## src/rtl/boot_seq_pkg.sv

```systemverilog
// Shared constants and types for the board bring-up sequencer.
// Assumes a byte-wide register port with 3-bit offsets.
package boot_seq_pkg;
    localparam int MSG_LEN = 16;
    localparam logic [2:0] OFS_DATA  = 3'd0;
    localparam logic [2:0] OFS_STAT  = 3'd2;
    localparam logic [2:0] OFS_RESET = 3'd7;
    localparam int BIT_IN_EMPTY = 5;
    localparam int BIT_OUT_FULL = 6;
    localparam logic [7:0] ID_BYTE0 = 8'h96;
    localparam logic [7:0] ID_BYTE1 = 8'h35;
    localparam logic [7:0] IMG_TAG  = 8'h3C;
    localparam logic [7:0] ANS_GOOD = 8'hC3;
    localparam logic [7:0] ANS_CRC  = 8'h5A;
    localparam logic [1:0] FAM_EXP  = 2'b01;

    typedef enum logic [2:0] {
        F_NONE, F_POR_TMO, F_ID, F_IMG_TAG, F_BLK_TMO, F_CRC, F_ANS_BAD, F_ANS_TMO
    } fault_t;

    typedef enum logic [3:0] {
        P_IDLE, P_RST1, P_GAP, P_RST2, P_POR_ST, P_POR_RD,
        P_DL_ST, P_DL_WR, P_ANS_ST, P_ANS_RD, P_DONE, P_FAIL
    } phase_t;

    function automatic int max_of(input int a, input int b);
        return (a > b) ? a : b;
    endfunction
endpackage

```

## src/rtl/boot_ms_tick.sv

```systemverilog
// Millisecond tick prescaler: pulses tick once every DIV clocks.
// Assumes clr restarts the count so a phase starts on a tick boundary.
module boot_ms_tick #(
    parameter int DIV = 125000
) (
    input  logic clk,
    input  logic rst_n,
    input  logic clr,
    output logic tick
);
    localparam int PW = (DIV > 1) ? $clog2(DIV) : 1;
    logic [PW-1:0] pre;

    assign tick = (pre == PW'(DIV - 1));

    // Count clocks up to DIV-1, then wrap
    always_ff @(posedge clk) begin
        if (!rst_n || clr) pre <= '0;
        else if (tick)     pre <= '0;
        else               pre <= pre + 1'b1;
    end
endmodule

```

## src/rtl/boot_ms_timer.sv

```systemverilog
// Phase timer: counts ticks since clr and flags when the limit is reached.
// Assumes limit is steady within a phase; count stops at the limit.
module boot_ms_timer #(
    parameter int W = 11
) (
    input  logic         clk,
    input  logic         rst_n,
    input  logic         clr,
    input  logic         tick,
    input  logic [W-1:0] limit,
    output logic         expired
);
    logic [W-1:0] cnt;

    assign expired = (cnt >= limit);

    // Advance on each tick until the limit is met
    always_ff @(posedge clk) begin
        if (!rst_n || clr)        cnt <= '0;
        else if (tick && !expired) cnt <= cnt + 1'b1;
    end
endmodule

```

## src/rtl/boot_por_fields.sv

```systemverilog
// Captures descriptor bytes of the power-on message by index and decodes them.
// Assumes bytes arrive with their index; wide-family fields are gated by family.
module boot_por_fields
    import boot_seq_pkg::*;
(
    input  logic       clk,
    input  logic       rst_n,
    input  logic       clr,
    input  logic       cap,
    input  logic [3:0] idx,
    input  logic [7:0] rd_byte,
    output logic [1:0] family,
    output logic [2:0] bus_kind,
    output logic       slot16,
    output logic       dip16,
    output logic [7:0] fifo_log2,
    output logic [7:0] box_count
);
    logic [7:0] id_q, busb_q, fifo_q, box_q;
    logic       wide;

    // Latch the four descriptor bytes as they stream past
    always_ff @(posedge clk) begin
        if (!rst_n || clr) begin
            id_q <= '0; busb_q <= '0; fifo_q <= '0; box_q <= '0;
        end else if (cap) begin
            case (idx)
                4'd5:    id_q   <= rd_byte;
                4'd6:    busb_q <= rd_byte;
                4'd14:   fifo_q <= rd_byte;
                4'd15:   box_q  <= rd_byte;
                default: ;
            endcase
        end
    end

    assign family    = id_q[7:6];
    assign wide      = (family == FAM_EXP);
    assign bus_kind  = wide ? busb_q[2:0] : 3'd0;
    assign slot16    = wide & busb_q[5];
    assign dip16     = wide & busb_q[4];
    assign fifo_log2 = wide ? fifo_q : 8'd0;
    assign box_count = wide ? box_q  : 8'd0;
endmodule

```

## src/rtl/boot_seq_top.sv

```systemverilog
// Board bring-up sequencer: double reset, power-on message read and check,
// block-wise image download with tag check, and final answer decode.
// Assumes bus_rdata is valid in the same cycle as bus_rd and num_blocks >= 1.
module boot_seq_top
    import boot_seq_pkg::*;
#(
    parameter int TICK_DIV  = 125000,
    parameter int GAP_MS    = 50,
    parameter int POR_MS    = 2000,
    parameter int FIRST_MS  = 1000,
    parameter int NEXT_MS   = 100,
    parameter int ANS_MS    = 100,
    parameter int BLK_BYTES = 512
) (
    input  logic       clk,
    input  logic       rst_n,
    input  logic       start,
    input  logic [7:0] num_blocks,
    input  logic [7:0] img_data,
    input  logic       img_valid,
    output logic       img_ready,
    output logic [2:0] bus_addr,
    output logic       bus_rd,
    output logic       bus_wr,
    output logic [7:0] bus_wdata,
    input  logic [7:0] bus_rdata,
    output logic       busy,
    output logic       done,
    output logic       err,
    output logic [2:0] err_code,
    output logic [1:0] family,
    output logic [2:0] bus_kind,
    output logic       slot16,
    output logic       dip16,
    output logic [7:0] fifo_log2,
    output logic [7:0] box_count
);
    localparam int MAX_MS = max_of(max_of(max_of(GAP_MS, POR_MS), max_of(FIRST_MS, NEXT_MS)), ANS_MS);
    localparam int LW = $clog2(MAX_MS + 1);
    localparam int BW = $clog2(BLK_BYTES);

    phase_t       ph, ph_d;
    fault_t       fault_q, fault_d;
    logic [3:0]   idx;
    logic [BW-1:0] bcnt;
    logic [7:0]   blk, nblk_q;
    logic         tick, tmo, tclr, cap, fclr;
    logic [LW-1:0] limit;
    logic         tag_bad, last_byte, last_blk, wr_go, accept;

    assign accept    = start && (ph == P_IDLE || ph == P_DONE || ph == P_FAIL);
    assign tag_bad   = (blk == 8'd0) && (bcnt == '0) && (img_data != IMG_TAG);
    assign last_byte = (bcnt == BW'(BLK_BYTES - 1));
    assign last_blk  = (blk == nblk_q - 8'd1);
    assign wr_go     = (ph == P_DL_WR) && !tmo && img_valid && !tag_bad;
    assign fclr      = accept;

    boot_ms_tick #(.DIV(TICK_DIV)) u_tick (
        .clk(clk), .rst_n(rst_n), .clr(tclr), .tick(tick)
    );

    boot_ms_timer #(.W(LW)) u_timer (
        .clk(clk), .rst_n(rst_n), .clr(tclr), .tick(tick), .limit(limit), .expired(tmo)
    );

    boot_por_fields u_fields (
        .clk(clk), .rst_n(rst_n), .clr(fclr), .cap(cap), .idx(idx), .rd_byte(bus_rdata),
        .family(family), .bus_kind(bus_kind), .slot16(slot16), .dip16(dip16),
        .fifo_log2(fifo_log2), .box_count(box_count)
    );

    // Select the time allowance of the current phase
    always_comb begin
        case (ph)
            P_GAP:              limit = LW'(GAP_MS);
            P_POR_ST, P_POR_RD: limit = LW'(POR_MS);
            P_DL_ST, P_DL_WR:   limit = (blk == 8'd0) ? LW'(FIRST_MS) : LW'(NEXT_MS);
            P_ANS_ST, P_ANS_RD: limit = LW'(ANS_MS);
            default:            limit = '0;
        endcase
    end

    // Phase sequencing and bus strobes
    always_comb begin
        ph_d = ph; fault_d = fault_q;
        bus_rd = 1'b0; bus_wr = 1'b0; bus_addr = OFS_DATA; bus_wdata = 8'h00;
        img_ready = 1'b0; tclr = 1'b0; cap = 1'b0;
        case (ph)
            P_IDLE, P_DONE, P_FAIL:
                if (start) begin ph_d = P_RST1; fault_d = F_NONE; end
            P_RST1: begin
                bus_wr = 1'b1; bus_addr = OFS_RESET; tclr = 1'b1; ph_d = P_GAP;
            end
            P_GAP:
                if (tmo) ph_d = P_RST2;
            P_RST2: begin
                bus_wr = 1'b1; bus_addr = OFS_RESET; tclr = 1'b1; ph_d = P_POR_ST;
            end
            P_POR_ST: begin
                bus_rd = 1'b1; bus_addr = OFS_STAT;
                if (!bus_rdata[BIT_IN_EMPTY]) ph_d = P_POR_RD;
                else if (tmo) begin ph_d = P_FAIL; fault_d = F_POR_TMO; end
            end
            P_POR_RD: begin
                bus_rd = 1'b1; cap = 1'b1;
                if ((idx == 4'd0 && bus_rdata != ID_BYTE0) ||
                    (idx == 4'd1 && bus_rdata != ID_BYTE1)) begin
                    ph_d = P_FAIL; fault_d = F_ID;
                end else if (idx == 4'(MSG_LEN - 1)) begin
                    ph_d = P_DL_ST; tclr = 1'b1;
                end else ph_d = P_POR_ST;
            end
            P_DL_ST: begin
                bus_rd = 1'b1; bus_addr = OFS_STAT;
                if (!bus_rdata[BIT_OUT_FULL]) ph_d = P_DL_WR;
                else if (tmo) begin ph_d = P_FAIL; fault_d = F_BLK_TMO; end
            end
            P_DL_WR: begin
                if (tmo) begin
                    ph_d = P_FAIL; fault_d = F_BLK_TMO;
                end else if (img_valid && tag_bad) begin
                    ph_d = P_FAIL; fault_d = F_IMG_TAG;
                end else if (img_valid) begin
                    bus_wr = 1'b1; bus_wdata = img_data; img_ready = 1'b1;
                    ph_d = P_DL_ST;
                    if (last_byte) begin
                        tclr = 1'b1;
                        if (last_blk) ph_d = P_ANS_ST;
                    end
                end
            end
            P_ANS_ST: begin
                bus_rd = 1'b1; bus_addr = OFS_STAT;
                if (!bus_rdata[BIT_IN_EMPTY]) ph_d = P_ANS_RD;
                else if (tmo) begin ph_d = P_FAIL; fault_d = F_ANS_TMO; end
            end
            P_ANS_RD: begin
                bus_rd = 1'b1;
                if (bus_rdata == ANS_GOOD)     ph_d = P_DONE;
                else begin
                    ph_d = P_FAIL;
                    fault_d = (bus_rdata == ANS_CRC) ? F_CRC : F_ANS_BAD;
                end
            end
            default: ph_d = P_IDLE;
        endcase
    end

    // State, message index and block/byte counters
    always_ff @(posedge clk) begin
        if (!rst_n) begin
            ph <= P_IDLE; fault_q <= F_NONE; idx <= '0; bcnt <= '0;
            blk <= '0; nblk_q <= '0;
        end else begin
            ph <= ph_d; fault_q <= fault_d;
            if (accept) nblk_q <= num_blocks;
            if (ph == P_RST2)        idx <= '0;
            else if (ph == P_POR_RD) idx <= idx + 1'b1;
            if (ph == P_RST2) begin
                bcnt <= '0; blk <= '0;
            end else if (wr_go) begin
                bcnt <= last_byte ? '0 : bcnt + 1'b1;
                if (last_byte && !last_blk) blk <= blk + 8'd1;
            end
        end
    end

    assign busy     = !(ph == P_IDLE || ph == P_DONE || ph == P_FAIL);
    assign done     = (ph == P_DONE);
    assign err      = (ph == P_FAIL);
    assign err_code = fault_q;
endmodule

```

## config.mk

```make
export PLATFORM = sky130hd
export DESIGN_NAME = boot_seq_top
export DESIGN_NICKNAME = d
export VERILOG_FILES = /design/src/rtl/boot_seq_pkg.sv /design/src/rtl/boot_ms_tick.sv /design/src/rtl/boot_ms_timer.sv /design/src/rtl/boot_por_fields.sv /design/src/rtl/boot_seq_top.sv
export SDC_FILE = /design/constraint.sdc
export NUM_CORES = 1
export LEC_CHECK = 0
export BUFFER_PORTS_ARGS = -buffer_cell sky130_fd_sc_hd__buf_2
export CORE_MARGIN = 5
export CORE_UTILIZATION = 62
export CTS_CLUSTER_SIZE = 28
export DETAILED_ROUTE_END_ITERATION = 8
export PLACE_DENSITY = 0.95
export SLEW_MARGIN = 20
export SYNTH_ARGS = -nofsm -noshare
export SYNTH_HDL_FRONTEND = slang
export SYNTH_SLANG_ARGS = --single-unit
```

## constraint.sdc

```tcl
create_clock -name clk -period 6.6 [get_ports clk]
set_input_delay 0.99 -clock clk [delete_from_list [all_inputs] [get_ports clk]]
set_output_delay 0.99 -clock clk [all_outputs]
set_load 0.005 [all_outputs]
```

==> impl_metrics.py, run 1 <==
metrics = {
    "layout": {
        "syn_to_final_growth_pct": 11.6,
        "final_layout_size_suffix_gt1_frac": 0.142,
        "final_util": 0.717,
        "design_area_um2": 5600,
        "nets": 726,
        "antenna-diode-count": 0,
    },
    "placement": {
        "port_buffers": 70,
        "gp_congestion": 0.995,
        "dpl-instance-area_um2": 5370,
        "place_hpwl_mm": 9.18,
    },
    "critical_path": {
        "r2r_setup_slack_ns": 2.10,
        "endpoint_kind": "output pin",
        "cp_data_arrival_time_ns": 4.57,
        "rr_startpoint": "blk[0]",
        "path_class": "flop to output pin",
        "path_max_fanout": 13,
        "cp-start-kind": "flop",
        "r2r-end": "blk[3]",
        "required_ns": 5.61,
        "reg2reg_depth": 13,
    },
    "route": {
        "vias": 4797,
        "vias_per_cell": 6.13,
        "detail-route-antenna-nets": 0,
        "met1_length_mm": 5.10,
        "remaining_drc_errors": 0,
        "firstDrtPassIters": 5,
        "topRoutingLayerUsed": "met4",
        "drt_iter0_markers": 455,
        "wl_mm": 12.5,
        "met2WireLength_mm": 6.08,
        "wl_met3_mm": 1.06,
        "wl_per_cell_um": 16.0,
    },
    "floorplan": {
        "initial_core_util": 0.642,
        "io_pins": 71,
        "dieArea_um2": 9990,
        "fp-row-count": 32,
        "die_y_um": 99.9,
        "die_w_um": 99.9,
        "coreArea_um2": 7810,
    },
    "global_route": {
        "grt_usage": 0.250,
        "grt_max_degree": 24,
        "grt_pass1_vias": 4517,
        "grt_pass1_wl_mm": 20.6,
        "antenna_found_initial": 0,
        "grt_overflow": 0,
    },
    "logic_synthesis": {
        "syn_avg_cell_area_um2": 8.02,
        "synthCells": 625,
        "yosysTopAreaCell": "dfxtp_1",
        "yosys_most_used_dff": "dfxtp_1",
        "synth_seq_cells": 87,
        "synth_top_cell_area_share": 0.347,
        "ys_warn_count": 0,
        "syn-num-nets": 675,
        "synth_cell_types": 66,
        "yosysMostFrequentCell": "nor2_1",
        "yosysSeqAreaShare": 0.347,
        "synth_top_cells_by_area": "dfxtp_1 (35%), nor2_1 (6.8%), mux2i_1 (6.0%)",
        "synth_edf_count": 0,
        "yosys-top-cells-count": "nor2_1 (91), dfxtp_1 (87), nand2_1 (44)",
        "async_flop_share": 0,
        "synth_area_um2": 5010,
    },
    "sta": {
        "timing.final.hold_violations": 0,
        "clock_skew_ns": 0.0108,
        "setup_viol": 0,
        "finalSetupTns_ns": 0,
        "fin_crit_ns": 5.56,
        "max_clock_freq_mhz": 180,
        "timing.hold.ws_ns": 0.454,
        "max_slew_margin": 0.321,
        "rsz0062_at_grt": "no",
        "worst_pin_slew_ns": 1.02,
        "slew_violations": 0,
        "min_period_over_period": 0.843,
    },
    "cts": {
        "cts-root-buf": "clkbuf_8",
        "clk_latency_ns": 0.36,
        "htree_levels": 3,
        "cts.path.max_buffers": 2,
        "cts_hold_buf": 0,
        "cts_setup_buffers": 0,
        "cts_tree": "done",
        "cts.sinks": 87,
        "numCtsBuffers": 9,
        "cts.clk_slew.worst_paths_ns": 0.09,
        "cts_resized": 0,
    },
    "job": {
        "cap_violations": 0,
    },
    "pwr": {
        "p_total_uw": 1710,
        "ir_drop_mv": 0.183,
        "p_per_area_nw_per_um2": 305,
        "p_leak_uw": 0.00236,
    },
    "min_path": {
        "min_path_type": "flop to flop",
        "min_path_cells": 1,
        "hold_path_end": "u_tick.pre[0]",
        "min-delay-start": "u_tick.pre[0]",
    },
    "status": {
        "outcome": "finished clean",
    },
}
registers in the layout, indices dropped and copies added, names as in the netlist, 3 cells and up:
register         flops
u_timer.cnt         11
u_fields.fifo_q      8
blk                  8
err_code             3
idx                  4
u_tick.pre          17
u_fields.busb_q      5
u_fields.box_q       8
bcnt                 9
nblk_q               8
ph                   4
metal layers:
metal,up-vias,track usage
li1,2281,-
met1,2228,0.302
met2,245,0.433
met3,43,0.0646
met4,0,0.0830
met5,-,0
worst max-delay path by stage:
stage | from | to | slack [ns]
after floorplan | blk[0] | bus_wdata[0] | 2.15
after global placement | blk[0] | bus_wdata[0] | 1.80
after detailed placement | blk[0] | bus_wdata[5] | 1.56
after CTS | blk[0] | bus_wdata[5] | 1.12
after global routing | blk[0] | bus_wdata[5] | 0.84
final | blk[0] | bus_wdata[5] | 1.04
placed cells by master, fill, tap and decap left out, types with 3 or more instances in the layout:
cell type | synthesis | layout
nor2_1 | 91 | 91
nor4bb_1 | 4 | 4
nand3b_1 | 3 | 3
nand3_1 | 36 | 36
buf_2 | 7 | 70
nand4_1 | 8 | 8
a31oi_1 | 7 | 7
xor2_1 | 17 | 17
ha_1 | 22 | 22
mux2i_1 | 30 | 30
o22ai_1 | 3 | 3
inv_1 | 20 | 20
nor2b_1 | 9 | 9
nand2b_1 | 5 | 5
a211oi_1 | 5 | 5
or4_1 | 3 | 3
nand2_1 | 44 | 44
a21oi_1 | 40 | 40
and2_1 | 34 | 34
xnor2_1 | 21 | 21
or3_1 | 9 | 9
clkbuf_8 | 0 | 10
nor4_1 | 7 | 7
dfxtp_1 | 87 | 87
nor3_1 | 17 | 17
and3_1 | 4 | 4
o21ai_0 | 19 | 18
layout make-up:
cell class                 instances  area, um2
sequential                        87       1740
timing repair buffer              72        365
inverter                          20       75.1
tap                              102        128
fill                             557       2210
clock buffer                      10        138
clock inverter                     6       92.6
multi-input combinational        486       3060
kinds of logic after synthesis:
logic type | share of synthesized area
buffers and inverters | 0.0429
flip-flops | 0.347
AO/OA/AOI/OAI | 0.130
AND/OR/NAND/NOR | 0.299
adder cells (fa/ha/maj) | 0.0549
multiplexers | 0.0599
XOR/XNOR | 0.0664
critical path, stage by stage (launching register included):
cell and delay, ns:
dfxtp_1 0.34, inv_1 0.12, ha_1 0.15, or4b_1 0.44, nor4_2 0.41, a31oi_1 0.29
ha_1 0.42, and3_1 0.20, o21ai_1 0.11, o41a_1 0.39, a311o_1 0.37, or2_2 0.43
inv_1 0.26, and2_1 0.17, buf_2 0.11
where the power goes:
| group | switching (uW) | internal [uW] |
|---|---|---|
| clock network | 201 | 225 |
| logic | 404 | 248 |
| registers | 73.0 | 556 |
through the flow:
stage               instances  setup WS [ns]
finish                    783           1.04
global route              783          0.842
CTS                       783           1.12
detailed placement        767           1.56
global placement          767           1.80
floorplan                 625           2.15
No activity file was read; power rests on OpenSTA's default activity.
==> inputs of run 2 (changes only) <==
Settings changed: ABC_AREA set to 1, CORE_UTILIZATION 62 to 58, PLACE_DENSITY 0.95 to 0.9.
Clock period 6.6 ns to 5.46 ns, I/O delays scaled along.
==> run 2 against run 1 <==
  * Total power rose by 2.0%
  * Design area rose by 6.2%
  * Hold slack improved by 0.0069 ns
  * Highest routed layer unchanged
  * Largest cell class unchanged
==> impl_metrics.py, run 2 <==
metrics = {
    "floorplan": {
        "die_y_um": 106,
        "initial_core_util": 0.587,
        "die_w_um": 106,
        "dieArea_um2": 11300,
        "io_pins": 71,
        "fp-row-count": 35,
        "coreArea_um2": 9150,
    },
    "route": {
        "wl_per_cell_um": 12.1,
        "vias": 5194,
        "vias_per_cell": 5.18,
        "detail-route-antenna-nets": 0,
        "drt_iter0_markers": 319,
        "firstDrtPassIters": 4,
        "wl_mm": 12.1,
        "remaining_drc_errors": 0,
    },
    "layout": {
        "final_layout_size_suffix_gt1_frac": 0.122,
        "largest_reg_flops": 17,
        "antenna-diode-count": 0,
        "layout_commonest_cell": "nand2_1",
        "reg.largest.list": "u_tick.pre: 17 flops, u_timer.cnt: 11 flops, bcnt: 9 flops",
        "design_area_um2": 5950,
        "final_util": 0.650,
        "syn_to_final_growth_pct": 10.6,
        "top_register": "u_tick.pre",
        "mostFrequentLayoutCells": "nand2_1 (160), nor2_1 (158), inv_1 (130)",
        "nets": 937,
    },
    "pwr": {
        "ir_drop_mv": 0.137,
        "p_leak_uw": 0.00268,
        "p_per_area_nw_per_um2": 293,
    },
    "global_route": {
        "grt_max_degree": 24,
        "grt_pass1_wl_mm": 21.4,
        "grt_overflow": 0,
        "grt_pass1_vias": 4846,
        "antenna_found_initial": 0,
        "grt_usage": 0.226,
    },
    "critical_path": {
        "crit_path_frequent_cell": "nor2_1",
        "path_max_fanout": 19,
        "r2r_setup_slack_ns": 2.28,
        "r2r-end": "bcnt[5]",
        "cp_top_family": "simple AND/OR/NAND/NOR gates",
        "required_ns": 4.64,
        "endpoint_kind": "output pin",
        "path_class": "flop to output pin",
        "slowest_stage": "nand4_1",
        "reg2reg_depth": 12,
        "cp-start-kind": "flop",
        "path_cells": "inv_1 > nor2_1 > a21oi_1 > ha_1 > nand2_1 > a21oi_1 > nor2_1 > nand2_1 > nor2_4 > nand4_1 > nor2_1 > buf_2",
        "critical_path_buf_inv_count": 2,
        "rr_startpoint": "ph[1]",
        "cp_data_arrival_time_ns": 3.33,
        "critPathMaxStageDelay_ns": 0.63,
        "crit_start": "ph[1]",
    },
    "min_path": {
        "min-delay-start": "u_tick.pre[0]",
        "min_path_cells": 1,
        "min_path_type": "flop to flop",
        "hold_path_end": "u_tick.pre[0]",
    },
    "sta": {
        "min_period_over_period": 0.761,
        "clock_skew_ns": 0.0165,
        "rsz0062_at_grt": "no",
        "slew_violations": 0,
        "max_slew_margin": 0.471,
        "timing.final.hold_violations": 0,
        "max_clock_freq_mhz": 241,
        "setup_viol": 0,
        "finalSetupTns_ns": 0,
        "finalWorstSetupSlack_ns": 1.31,
        "worst_pin_slew_ns": 0.792,
        "fin_crit_ns": 4.15,
    },
    "logic_synthesis": {
        "syn-num-nets": 874,
        "yosysTopAreaCell": "dfxtp_1",
        "yosysMostFrequentCell": "nand2_1",
        "synth_area_um2": 5370,
        "yosys_most_used_dff": "dfxtp_1",
        "synth_top_cell_area_share": 0.324,
        "syn_avg_cell_area_um2": 6.52,
        "synth_cell_types": 34,
        "yosys-top-cells-count": "nand2_1 (160), nor2_1 (158), inv_1 (130)",
        "ys_warn_count": 0,
        "synth_top_cells_by_area": "dfxtp_1 (32%), nand2_1 (11%), nor2_1 (11%)",
        "synth_edf_count": 0,
        "yosysSeqAreaShare": 0.324,
        "synthCells": 824,
        "synth_seq_cells": 87,
        "async_flop_share": 0,
    },
    "cts": {
        "numCtsBuffers": 9,
        "cts-root-buf": "clkbuf_8",
        "cts_resized": 0,
        "cts.sinks": 87,
        "cts_hold_buf": 0,
        "htree_levels": 3,
        "cts.clk_slew.worst_paths_ns": 0.09,
        "clk_latency_ns": 0.38,
        "cts_setup_buffers": 0,
        "cts.path.max_buffers": 2,
        "cts_tree": "done",
    },
    "placement": {
        "port_buffers": 70,
        "dpl-instance-area_um2": 5750,
        "gp_congestion": 0.962,
        "place_hpwl_mm": 9.47,
        "dp_slack_ns": 1.72,
    },
    "status": {
        "outcome": "finished clean",
    },
    "job": {
        "cap_violations": 0,
    },
}
==> run 2: how the worst max path moves through the flow <==
stage	end	slack, ns	depth (start not counted)
after detailed placement	bus_wdata[7]	1.72	14
final	bus_wdata[7]	1.31	12
after floorplan	bus_wdata[0]	2.34	14
after global routing	bus_wdata[1]	0.86	13
after CTS	bus_wdata[7]	1.31	14
after global placement	bus_wdata[2]	1.80	14
==> run 2: layout make-up <==
class / count / area (um2)
fill: 804 / 3210
timing repair buffer: 70 / 350
clock buffer: 9 / 124
inverter: 137 / 514
tap: 111 / 139
sequential: 87 / 1740
multi-input combinational: 582 / 3000
clock inverter: 7 / 75.1
==> run 2: report_power, final <==
group          total [uW]  leakage, uW  internal, uW  switching (uW)
registers             710     0.000703           668            42.7
logic                 583      0.00188           191             393
clock network         448    0.0000981           180             268
==> run 2: layer usage <==
layer	up-vias	wire, um	GRT usage
li1	2735	-	-
met1	2296	5670	0.294
met2	142	5580	0.379
met3	21	698	0.0455
met4	0	181	0.0666
met5	-	0	0
==> run 2: per-stage QoR <==
step                std cells  total power [uW]  hold WS, ns
finish                   1003              1740        0.461
floorplan                 824              1180        0.418
global route             1003              1870        0.492
global placement          987              1290        0.431
CTS                      1003              1740        0.462
detailed placement        987              1300        0.442
==> run 2: kinds of logic (layout without fill, tap and decap cells) <==
family,after synthesis,count (layout),share of synthesized area
xor+xnor,34,34,0.0554
flops,87,87,0.324
simple gates,429,429,0.349
compound gates,97,97,0.103
buf+inv,155,223,0.117
fa+ha+maj,22,22,0.0512
==> run 2: worst register-to-register path: stages, from the launching register on <==
cell and delay (ns):
dfxtp_1 0.54, inv_1 0.14, nor2_1 0.24, a21oi_1 0.18, ha_1 0.34, nand2_1 0.07
a21oi_1 0.05, nor2_1 0.08, nand2_1 0.10, nor2_4 0.17, nand4_1 0.63, nor4_1 0.44
nor2_1 0.09
==> inputs of run 3 (changes only) <==
Settings changed: CORE_UTILIZATION 58 to 53, PLACE_DENSITY 0.9 to 0.87.
Clock period 5.46 ns to 3.55 ns, I/O delays scaled along.
==> run 3 against run 2 <==
  * Worst setup slack worse by 1.1 ns
  * Clock power up 54%
  * Critical path depth up 4
  * Final cell count up 2.5%
  * First-iteration DRC count up 11%
  * Highest routed layer unchanged
==> impl_metrics.py, run 3 (synthesis gave the netlist of run 2 again) <==
metrics = {
    "status": {
        "outcome": "finished clean",
    },
    "layout": {
        "reg.largest.list": "u_tick.pre: 17 flops, u_timer.cnt: 11 flops, bcnt: 9 flops",
        "nets": 940,
        "layout_commonest_cell": "nand2_1",
        "top_register": "u_tick.pre",
        "mostFrequentLayoutCells": "nand2_1 (160), nor2_1 (157), inv_1 (130)",
        "largest_reg_flops": 17,
        "syn_to_final_growth_pct": 11.7,
        "antenna-diode-count": 0,
        "final_layout_size_suffix_gt1_frac": 0.127,
    },
    "placement": {
        "gp_congestion": 0.915,
        "port_buffers": 70,
        "place_hpwl_mm": 9.51,
        "dp_slack_ns": 0.453,
    },
    "critical_path": {
        "path_cells": "inv_1 > ha_1 > nand3_1 > nor2_2 > nand2_1 > o21ai_0 > ha_1 > nand2_1 > nor2_1 > nand3_1 > nand2_1 > nor2_4 > nand4_1 > buf_4 > nor2_1 > buf_2",
        "required_ns": 3.02,
        "crit_path_frequent_cell": "nand2_1",
        "path_class": "flop to output pin",
        "endpoint_kind": "output pin",
        "critPathMaxStageDelay_ns": 0.35,
        "cp_top_family": "simple AND/OR/NAND/NOR gates",
        "cp_data_arrival_time_ns": 2.77,
        "critical_path_buf_inv_count": 3,
        "r2r_setup_slack_ns": 0.61,
        "crit_start": "blk[0]",
        "cp-start-kind": "flop",
        "path_max_fanout": 10,
        "slowest_stage": "dfxtp_1",
        "rr_startpoint": "blk[0]",
    },
    "floorplan": {
        "io_pins": 71,
        "die_y_um": 111,
        "die_w_um": 111,
        "fp-row-count": 36,
        "coreArea_um2": 9820,
        "dieArea_um2": 12300,
        "initial_core_util": 0.547,
    },
    "pwr": {
        "switching_share": 0.405,
        "p_int_uw": 1600,
        "p_seq_frac": 0.406,
        "p_sw_uw": 1090,
        "p_total_uw": 2690,
        "ir_drop_mv": 0.207,
        "power_frac_clock": 0.257,
        "comb_power_share": 0.337,
        "p_leak_uw": 0.00270,
        "p_per_area_nw_per_um2": 448,
    },
    "global_route": {
        "grt_usage": 0.202,
        "grt_pass1_wl_mm": 21.6,
        "grt_max_degree": 24,
        "antenna_found_initial": 0,
        "grt_pass1_vias": 4979,
        "grt_overflow": 0,
    },
    "min_path": {
        "min-delay-start": "num_blocks[7]",
        "min_path_type": "primary input to flop",
    },
    "sta": {
        "finalWorstSetupSlack_ns": 0.252,
        "slew_violations": 0,
        "setup_viol": 0,
        "clock_skew_ns": 0.0117,
        "fin_crit_ns": 3.30,
        "min_period_over_period": 0.929,
        "max_clock_freq_mhz": 303,
        "rsz0062_at_grt": "no",
        "timing.final.hold_violations": 0,
        "max_slew_margin": 0.499,
        "finalSetupTns_ns": 0,
        "worst_pin_slew_ns": 0.750,
    },
    "route": {
        "drt_iter0_markers": 354,
        "remaining_drc_errors": 0,
        "vias_per_cell": 5.04,
        "wl_mm": 12.3,
        "wl_per_cell_um": 11.9,
        "detail-route-antenna-nets": 0,
        "firstDrtPassIters": 5,
        "vias": 5182,
    },
    "cts": {
        "numCtsBuffers": 9,
        "cts-root-buf": "clkbuf_8",
        "htree_levels": 3,
        "cts.path.max_buffers": 2,
        "clk_latency_ns": 0.37,
        "cts_tree": "done",
        "cts.clk_slew.worst_paths_ns": 0.10,
        "cts_hold_buf": 0,
        "cts.sinks": 87,
    },
    "job": {
        "cap_violations": 0,
    },
}
run 3: repair_timing:
action,in CTS,in global routing
setup endpoints to repair,0,9
setup buffers,0,1
gates resized for setup,0,2
run 3: final cells by class:
type                            instances  area [um2]
Clock buffer                            9         124
Clock inverter                          7        75.1
Fill cell                             941        3820
Inverter                              137         514
Multi-Input combinational cell        582        3010
Sequential cell                        87        1740
Tap cell                              133         166
Timing Repair Buffer                   73         373
run 3: through the flow:
step | std cells | cell area (um2) | util | hold WS, ns
finish | 1028 | 6000 | 0.611 | 0.382
global route | 1028 | 6000 | 0.611 | 0.383
CTS | 1027 | 5990 | 0.610 | 0.377
detailed placement | 1011 | 5790 | 0.590 | 0.437
global placement | 1011 | 5790 | 0.590 | 0.431
floorplan | 824 | 5370 | - | 0.418
run 3: per-layer routing:
layer,vias to the layer above,track usage,part of all wire
li1,2738,-,-
met2,151,0.331,0.43
met1,2272,0.265,0.50
met5,-,0,0
met4,0,0.0575,0.015
met3,21,0.0502,0.057
run 3: final timing paths:
kind                     to  cells after the start
max reg2reg  u_timer.cnt[4]                     19
min               nblk_q[7]                      3
max            bus_wdata[5]                     16
min reg2reg   u_tick.pre[0]                      1
run 3: power by group through the flow:
stage | Combinational, uW | Sequential (uW) | Clock (uW)
global placement | 875 | 1110 | 0
finish | 907 | 1090 | 690
global route | 1050 | 1100 | 754
CTS | 891 | 1090 | 704
floorplan | 741 | 1080 | 0
detailed placement | 888 | 1110 | 0
run 3: tightest hold or removal path, stage by stage:
cell and delay (ns):
buf_2 0.08, nor2_1 0.04, nor2_1 0.08
